## src/rtl/pwtx_pkg.sv

```systemverilog
// Package: shared types for the single-wire pulse-width transmitter.
// Assumes nothing beyond IEEE 1800-2017.
package pwtx_pkg;

    // Transmit sequencer states.
    typedef enum logic [1:0] {
        ST_IDLE = 2'd0,
        ST_LOW  = 2'd1,
        ST_HIGH = 2'd2,
        ST_STOP = 2'd3
    } pw_state_t;

endpackage

```

## src/rtl/pwtx_timing.sv

```systemverilog
// Module: pwtx_timing
// Turns a bit value and the timing-mode flag into counter load values
// (phase length minus one) for the low phase, the released phase and the
// stop pulse. Purely combinational. Assumes every length is >= 1 and
// fits in CW bits.
module pwtx_timing #(
    parameter int SHORT_CYC     = 16,
    parameter int LONG_CYC      = 48,
    parameter int SLOW_LOW_CYC  = 64,
    parameter int SLOW_HIGH_CYC = 24,
    parameter int STOP_CYC      = 16,
    parameter int CW            = 6
) (
    input  logic          bit_val,
    input  logic          slow,
    output logic [CW-1:0] low_ld,
    output logic [CW-1:0] high_ld,
    output logic [CW-1:0] stop_ld
);
    localparam logic [CW-1:0] L_SHORT = CW'(SHORT_CYC - 1);
    localparam logic [CW-1:0] L_LONG  = CW'(LONG_CYC - 1);
    localparam logic [CW-1:0] L_SLOWL = CW'(SLOW_LOW_CYC - 1);
    localparam logic [CW-1:0] L_SLOWH = CW'(SLOW_HIGH_CYC - 1);
    localparam logic [CW-1:0] L_STOP  = CW'(STOP_CYC - 1);

    // Pick phase lengths: a one is short/long in both modes, a zero varies.
    always_comb begin
        if (bit_val) begin
            low_ld  = L_SHORT;
            high_ld = L_LONG;
        end else if (slow) begin
            low_ld  = L_SLOWL;
            high_ld = L_SLOWH;
        end else begin
            low_ld  = L_LONG;
            high_ld = L_SHORT;
        end
        stop_ld = L_STOP;
    end
endmodule

```

## src/rtl/pwtx_phase_timer.sv

```systemverilog
// Module: pwtx_phase_timer
// Down-counter timing one line phase. A load sets the count; it then
// falls by one per cycle and rests at zero. `zero` marks the final cycle
// of the phase. Assumes load is asserted in the cycle a phase ends.
module pwtx_phase_timer #(
    parameter int CW = 6
) (
    input  logic          clk,
    input  logic          rst_n,
    input  logic          load,
    input  logic [CW-1:0] load_val,
    output logic          zero
);
    logic [CW-1:0] cnt;

    // Count down from the loaded value, holding at zero.
    always_ff @(posedge clk) begin
        if (!rst_n)          cnt <= '0;
        else if (load)       cnt <= load_val;
        else if (cnt != '0)  cnt <= cnt - 1'b1;
    end

    assign zero = (cnt == '0);

    // without a load the phase counter steps down by exactly one
    p_count_step_r5: assert property (@(posedge clk) disable iff (!rst_n)
        (!load && cnt != '0) |=> (cnt == $past(cnt) - 1'b1));
endmodule

```

## src/rtl/pulse_wire_tx.sv

```systemverilog
// Module: pulse_wire_tx
// Serialises bytes onto an open-drain wire as pulse-width coded bits,
// bit 7 first, then a stop pulse. `line_oe`=1 pulls the wire low.
// Keeps one byte in reserve so consecutive bytes run without a gap.
// Assumes a 16 MHz clock for the default phase lengths and an external
// pull-up on the wire.
module pulse_wire_tx
    import pwtx_pkg::*;
#(
    parameter int SHORT_CYC     = 16,
    parameter int LONG_CYC      = 48,
    parameter int SLOW_LOW_CYC  = 64,
    parameter int SLOW_HIGH_CYC = 24,
    parameter int STOP_CYC      = 16,
    parameter int DW            = 8
) (
    input  logic          clk,
    input  logic          rst_n,
    input  logic          slow_mode,
    input  logic          in_valid,
    input  logic [DW-1:0] in_data,
    input  logic          in_last,
    input  logic          in_void,
    output logic          in_ready,
    output logic          line_oe,
    output logic          busy,
    output logic          done
);
    localparam int MAX_A = (SHORT_CYC > LONG_CYC) ? SHORT_CYC : LONG_CYC;
    localparam int MAX_B = (SLOW_LOW_CYC > SLOW_HIGH_CYC) ? SLOW_LOW_CYC : SLOW_HIGH_CYC;
    localparam int MAX_C = (MAX_A > MAX_B) ? MAX_A : MAX_B;
    localparam int MAXC  = (MAX_C > STOP_CYC) ? MAX_C : STOP_CYC;
    localparam int CW    = (MAXC > 2) ? $clog2(MAXC) : 1;
    localparam int IW    = $clog2(DW);
    localparam logic [IW-1:0] TOP_IDX = IW'(DW - 1);

    pw_state_t     state;
    logic [DW-1:0] cur_q, pend_q;
    logic          cur_last_q, pend_last_q, pend_v_q, slow_q;
    logic [IW-1:0] idx_q;

    logic          t_bit, t_slow, cnt_load, ph_zero;
    logic [CW-1:0] low_ld, high_ld, stop_ld, cnt_val;
    logic          start, void_ack, to_high, bit_next, to_stop, finish, take_pend;

    // Phase-end events derived from the current state and timer.
    always_comb begin
        start     = (state == ST_IDLE) && in_valid && !in_void;
        void_ack  = (state == ST_IDLE) && in_valid && in_void;
        to_high   = (state == ST_LOW) && ph_zero;
        bit_next  = (state == ST_HIGH) && ph_zero && ((idx_q != '0) || pend_v_q);
        to_stop   = (state == ST_HIGH) && ph_zero && (idx_q == '0) && !pend_v_q && cur_last_q;
        finish    = (state == ST_STOP) && ph_zero;
        take_pend = in_ready && in_valid && (state != ST_IDLE);
    end

    // Ready in idle, or during a non-final byte's last bit with no reserve.
    always_comb begin
        in_ready = (state == ST_IDLE) ||
                   (((state == ST_LOW) || (state == ST_HIGH)) &&
                    (idx_q == '0) && !pend_v_q && !cur_last_q);
    end

    // Choose which bit and mode the timing lookup describes.
    always_comb begin
        t_slow = (state == ST_IDLE) ? slow_mode : slow_q;
        case (state)
            ST_IDLE: t_bit = in_data[DW-1];
            ST_LOW:  t_bit = cur_q[idx_q];
            ST_HIGH: t_bit = (idx_q == '0) ? pend_q[DW-1] : cur_q[idx_q - 1'b1];
            default: t_bit = 1'b0;
        endcase
    end

    // Timer reload value for whichever phase begins next.
    always_comb begin
        cnt_load = start || bit_next || to_high || to_stop;
        if (to_high)      cnt_val = high_ld;
        else if (to_stop) cnt_val = stop_ld;
        else              cnt_val = low_ld;
    end

    pwtx_timing #(
        .SHORT_CYC(SHORT_CYC), .LONG_CYC(LONG_CYC),
        .SLOW_LOW_CYC(SLOW_LOW_CYC), .SLOW_HIGH_CYC(SLOW_HIGH_CYC),
        .STOP_CYC(STOP_CYC), .CW(CW)
    ) u_timing (
        .bit_val(t_bit), .slow(t_slow),
        .low_ld(low_ld), .high_ld(high_ld), .stop_ld(stop_ld)
    );

    pwtx_phase_timer #(.CW(CW)) u_timer (
        .clk(clk), .rst_n(rst_n), .load(cnt_load), .load_val(cnt_val), .zero(ph_zero)
    );

    // Sequencer: state, line enable and completion pulse.
    always_ff @(posedge clk) begin
        if (!rst_n) begin
            state   <= ST_IDLE;
            line_oe <= 1'b0;
            done    <= 1'b0;
        end else begin
            done <= finish || void_ack;
            if (start) begin
                state   <= ST_LOW;
                line_oe <= 1'b1;
            end else if (to_high) begin
                state   <= ST_HIGH;
                line_oe <= 1'b0;
            end else if (bit_next) begin
                state   <= ST_LOW;
                line_oe <= 1'b1;
            end else if (to_stop) begin
                state   <= ST_STOP;
                line_oe <= 1'b1;
            end else if (finish) begin
                state   <= ST_IDLE;
                line_oe <= 1'b0;
            end
        end
    end

    // Byte shift position, current byte and reserve byte.
    always_ff @(posedge clk) begin
        if (!rst_n) begin
            cur_q       <= '0;
            cur_last_q  <= 1'b0;
            pend_q      <= '0;
            pend_last_q <= 1'b0;
            pend_v_q    <= 1'b0;
            idx_q       <= '0;
            slow_q      <= 1'b0;
        end else begin
            if (start) begin
                cur_q      <= in_data;
                cur_last_q <= in_last;
                idx_q      <= TOP_IDX;
                slow_q     <= slow_mode;
            end else if (bit_next) begin
                if (idx_q != '0) begin
                    idx_q <= idx_q - 1'b1;
                end else begin
                    cur_q      <= pend_q;
                    cur_last_q <= pend_last_q;
                    idx_q      <= TOP_IDX;
                    pend_v_q   <= 1'b0;
                end
            end
            if (take_pend) begin
                pend_q      <= in_data;
                pend_last_q <= in_last;
                pend_v_q    <= 1'b1;
            end
        end
    end

    assign busy = (state != ST_IDLE);

    // completion is a single-cycle pulse
    p_done_single_r8: assert property (@(posedge clk) disable iff (!rst_n)
        done |=> !done);
    // when done is high the line is released and no packet is active
    p_done_released_r8: assert property (@(posedge clk) disable iff (!rst_n)
        done |-> (!line_oe && !busy));
    // the wire is pulled low only inside a packet
    p_oe_in_packet_r6: assert property (@(posedge clk) disable iff (!rst_n)
        line_oe |-> busy);
    // mid-packet acceptance only during a byte's final bit
    p_ready_window_r9: assert property (@(posedge clk) disable iff (!rst_n)
        (in_ready && busy) |-> (idx_q == '0));
    // an accepted void request never pulls the wire
    p_void_quiet_r10: assert property (@(posedge clk) disable iff (!rst_n)
        void_ack |=> (!line_oe && !busy));
    // latched timing mode stays fixed while a packet runs
    p_mode_held_r11: assert property (@(posedge clk) disable iff (!rst_n)
        (busy && $past(busy)) |-> $stable(slow_q));
endmodule

```

## config.mk

```make
export PLATFORM = sky130hd
export DESIGN_NAME = pulse_wire_tx
export DESIGN_NICKNAME = d
export VERILOG_FILES = /design/src/rtl/pwtx_pkg.sv /design/src/rtl/pwtx_timing.sv /design/src/rtl/pwtx_phase_timer.sv /design/src/rtl/pulse_wire_tx.sv
export SDC_FILE = /design/constraint.sdc
export NUM_CORES = 1
export LEC_CHECK = 0
export CORE_AREA = 2 2 61 63
export CTS_CLUSTER_DIAMETER = 200
export CTS_CLUSTER_SIZE = 24
export DETAILED_ROUTE_END_ITERATION = 8
export DIE_AREA = 0 0 63 65
export HOLD_SLACK_MARGIN = 0.1
export PLACE_DENSITY = 0.87
export SYNTH_ARGS = -nofsm -noshare
export SYNTH_HDL_FRONTEND = slang
export SYNTH_SLANG_ARGS = --single-unit
```

## constraint.sdc

```tcl
create_clock -name clk -period 2.65 [get_ports clk]
set_input_delay 0.53 -clock clk [delete_from_list [all_inputs] [get_ports clk]]
set_output_delay 0.53 -clock clk [all_outputs]
set_load 0.02 [all_outputs]
```

==> results.cfg <==
[status]
status = finished clean

[cts]
clock_latency_ns = 0.35
clockBufferDepth = 2
cts_buffers = 5
clk_pin_slew_ns = 0.10
cts_max_level = 2
tritoncts = done
root_buffer = clkbuf_4
cts.sinks = 33
postCtsHoldBufs = 0

[worst_setup_path]
crit_arrival_ns = 1.88
end_kind = output pin
cp-start-kind = flip-flop
critical_path_class = reg -> out
cp.required_ns = 2.12
cp_max_fo = 5

[grt]
grt_overflow = 0
grt.total_usage_pct = 20.9
antenna_found_initial = 0
grt_max_degree = 28
grtUsageMet3_pct = 5.56
use_met1_pct = 24.0
grtUsageMet2_pct = 36.4
top_usage_layer = met2
grt_pass1_vias = 1596
grt_pass1_wl_um = 6730

[finish]
design_area_um2 = 2150
final.fill_count = 302
area_growth_pct = 16.0
nNetsFinal = 263
drive_gt1_share_pct = 10.8
antenna_cells = 0

[logic_synthesis]
ys_warn_count = 0
async_flop_share_pct = 0
syn_nets = 244
syn_area_um2 = 1850
synth_edf_count = 0
avgSynthCellArea_um2 = 8.37
seq_area_frac_synth_pct = 35.7
synthFlopType = dfxtp_1
synth.distinct_cells = 45
yosys_register_bits = 33
synthCells = 221

[place]
placed_cell_area_um2 = 2060
io_buffers = 17
dp_hpwl_um = 2740
routabilityCongestion = 0.878
place_ws_ns = 0.130

[floorplanning]
fp-row-count = 22
initial_utilization_pct = 52.9
die-area_um2 = 4100
fp.dieW_um = 63
die_y_um = 65
io-pin-count = 18
core_area_um2 = 3500

[timing]
skew_ns = 0.00892
finalHoldViolCount = 0
fin_crit_ns = 2.41
tns_ns = 0
setup_ws_ns = 0.243
setup_violations = 0
max_freq_ghz = 0.415
worstMarginPinSlew_ns = 0.553
slew_headroom_pct = 63.0
drv_slew = 0
rsz0062_at_grt = false
finalCritPeriodShare_pct = 90.8

[detailed_routing]
initialDrtViolationCount = 76
first_pass_iters = 4
via_count = 1637
routedWlPerCell_um = 13.5
routed_wl_um = 3910
viasPerCell = 5.66
ant_nets = 0
drcViolationCount = 0

[worst_hold_path]
worstHoldPathType = reg -> reg

[power_and_ir_drop]
p_seq_share_pct = 42.6
ir_drop_mv = 0.373
power_density_nw_per_um2 = 673
p_switching_mw = 0.538
pwr-share-clk_pct = 18.9
swShare_pct = 37.2
combPwrFrac_pct = 38.4
leakage_nw = 0.845
internal_power_mw = 0.907

[flow_run]
cap_viol_max_count = 0
[per-stage QoR]
step | total power, mW | std cells | hold WS (ns) | utilization [%]
5_1_grt | 1.56 | 289 | 0.502 | 61.4
3_5_place_dp | 1.15 | 277 | 0.456 | 58.8
6_report | 1.45 | 289 | 0.466 | 61.4
3_3_place_gp | 1.15 | 277 | 0.443 | 58.8
2_1_floorplan | 1.03 | 221 | 0.436 | -
4_1_cts | 1.43 | 285 | 0.470 | 60.4
[cell type report]
cell class / count / area (µm²) / area share (%)
clock buffers: 6 / 41.3 / 1.92
well taps: 48 / 60.1 / 2.80
clock inverters: 2 / 10.0 / 0.466
inverters: 10 / 37.5 / 1.75
flip-flops and latches: 33 / 661 / 30.8
multi-input cells: 164 / 1100 / 51.3
repair buffers: 26 / 236 / 11.0
[worst paths after layout]
path | startpoint | cells past startpoint | slack [ns] | endpoint
setup / recovery | idx_q[1] | 7 | 0.24 | in_ready
hold / removal | slow_q | 2 | 0.47 | slow_q
setup reg to reg | state[0] | 8 | 0.27 | cur_q[1]
hold reg to reg | slow_q | 2 | 0.47 | slow_q
[critical path: stages (launching register included)]
cell and delay (ns):
dfxtp_1 0.35, inv_1 0.11, ha_1 0.25, nand2b_1 0.12, nor3_2 0.22, nand2_1 0.09, nand2_1 0.07, dlygate4sd2_1 0.33
[per-layer routing]
metal | vias to the layer above | part of all wire [%]
met2 | 36 | 50
met5 | - | 0
met1 | 764 | 44
met4 | 0 | 2.0
met3 | 8 | 4.0
li1 | 829 | -
[layout by cell type, fill, tap and decap left out, drive strengths merged, types with 4 or more instances in the layout]
master	n
a21oi	14
a311oi	9
buf	9
clkbuf	6
clkdlybuf4s50	16
dfxtp	33
ha	9
inv	10
mux2i	16
nand2	31
nand3	7
nand4	4
nor2	25
nor3	4
o21ai	7
[logic make-up after synthesis]
| kind of cell | share of synthesized area, % |
|---|---|
| fa+ha+maj | 6.09 |
| mux | 11.1 |
| simple gates | 21.0 |
| compound gates | 18.3 |
| buf+inv | 5.41 |
| xor+xnor | 2.37 |
| flops | 35.7 |
[synthesized netlist by cell type, drive strengths merged, types with 2 or more instances]
library cell | count | share of area, %
buf | 4 | 1.4
nand2b | 2 | 0.68
a311oi | 9 | 4.6
or2 | 2 | 0.68
o211ai | 2 | 0.81
nand2 | 31 | 6.3
nand3b | 2 | 0.81
nor2 | 25 | 5.2
a21oi | 14 | 3.8
mux4 | 2 | 2.4
o21a | 2 | 0.81
o31ai | 3 | 2.0
xnor2 | 3 | 1.4
ha | 9 | 6.1
or3 | 2 | 0.68
dfxtp | 33 | 36
clkbuf | 10 | 2.0
o21ai | 7 | 1.9
mux2i | 16 | 8.7
nand3 | 7 | 1.9
xor2 | 2 | 0.95
nor3 | 4 | 1.1
inv | 10 | 2.0
nand4 | 4 | 1.4
[registers in the layout, summed over array words and instances, names as in the netlist]
register,flops
pend_q,8
state,2
pend_last_q,1
cur_q,8
line_oe,1
cur_last_q,1
slow_q,1
done,1
u_timer.cnt,6
pend_v_q,1
idx_q,3
[power groups by stage]
| stage | logic, mW | registers [mW] | clock network (mW) |
|---|---|---|---|
| 2_1_floorplan | 0.421 | 0.613 | 0 |
| 3_3_place_gp | 0.523 | 0.623 | 0 |
| 3_5_place_dp | 0.528 | 0.627 | 0 |
| 4_1_cts | 0.535 | 0.616 | 0.279 |
| 5_1_grt | 0.636 | 0.626 | 0.303 |
| 6_report | 0.555 | 0.616 | 0.274 |
[what timing repair did]
| item | in CTS | in global routing |
|---|---|---|
| endpoints found under the setup margin | 1 | 3 |
| setup buffers | 0 | 4 |
| gates resized for setup | 2 | 2 |
| pin swaps | 0 | 1 |
(Power assumes the default switching activity.)
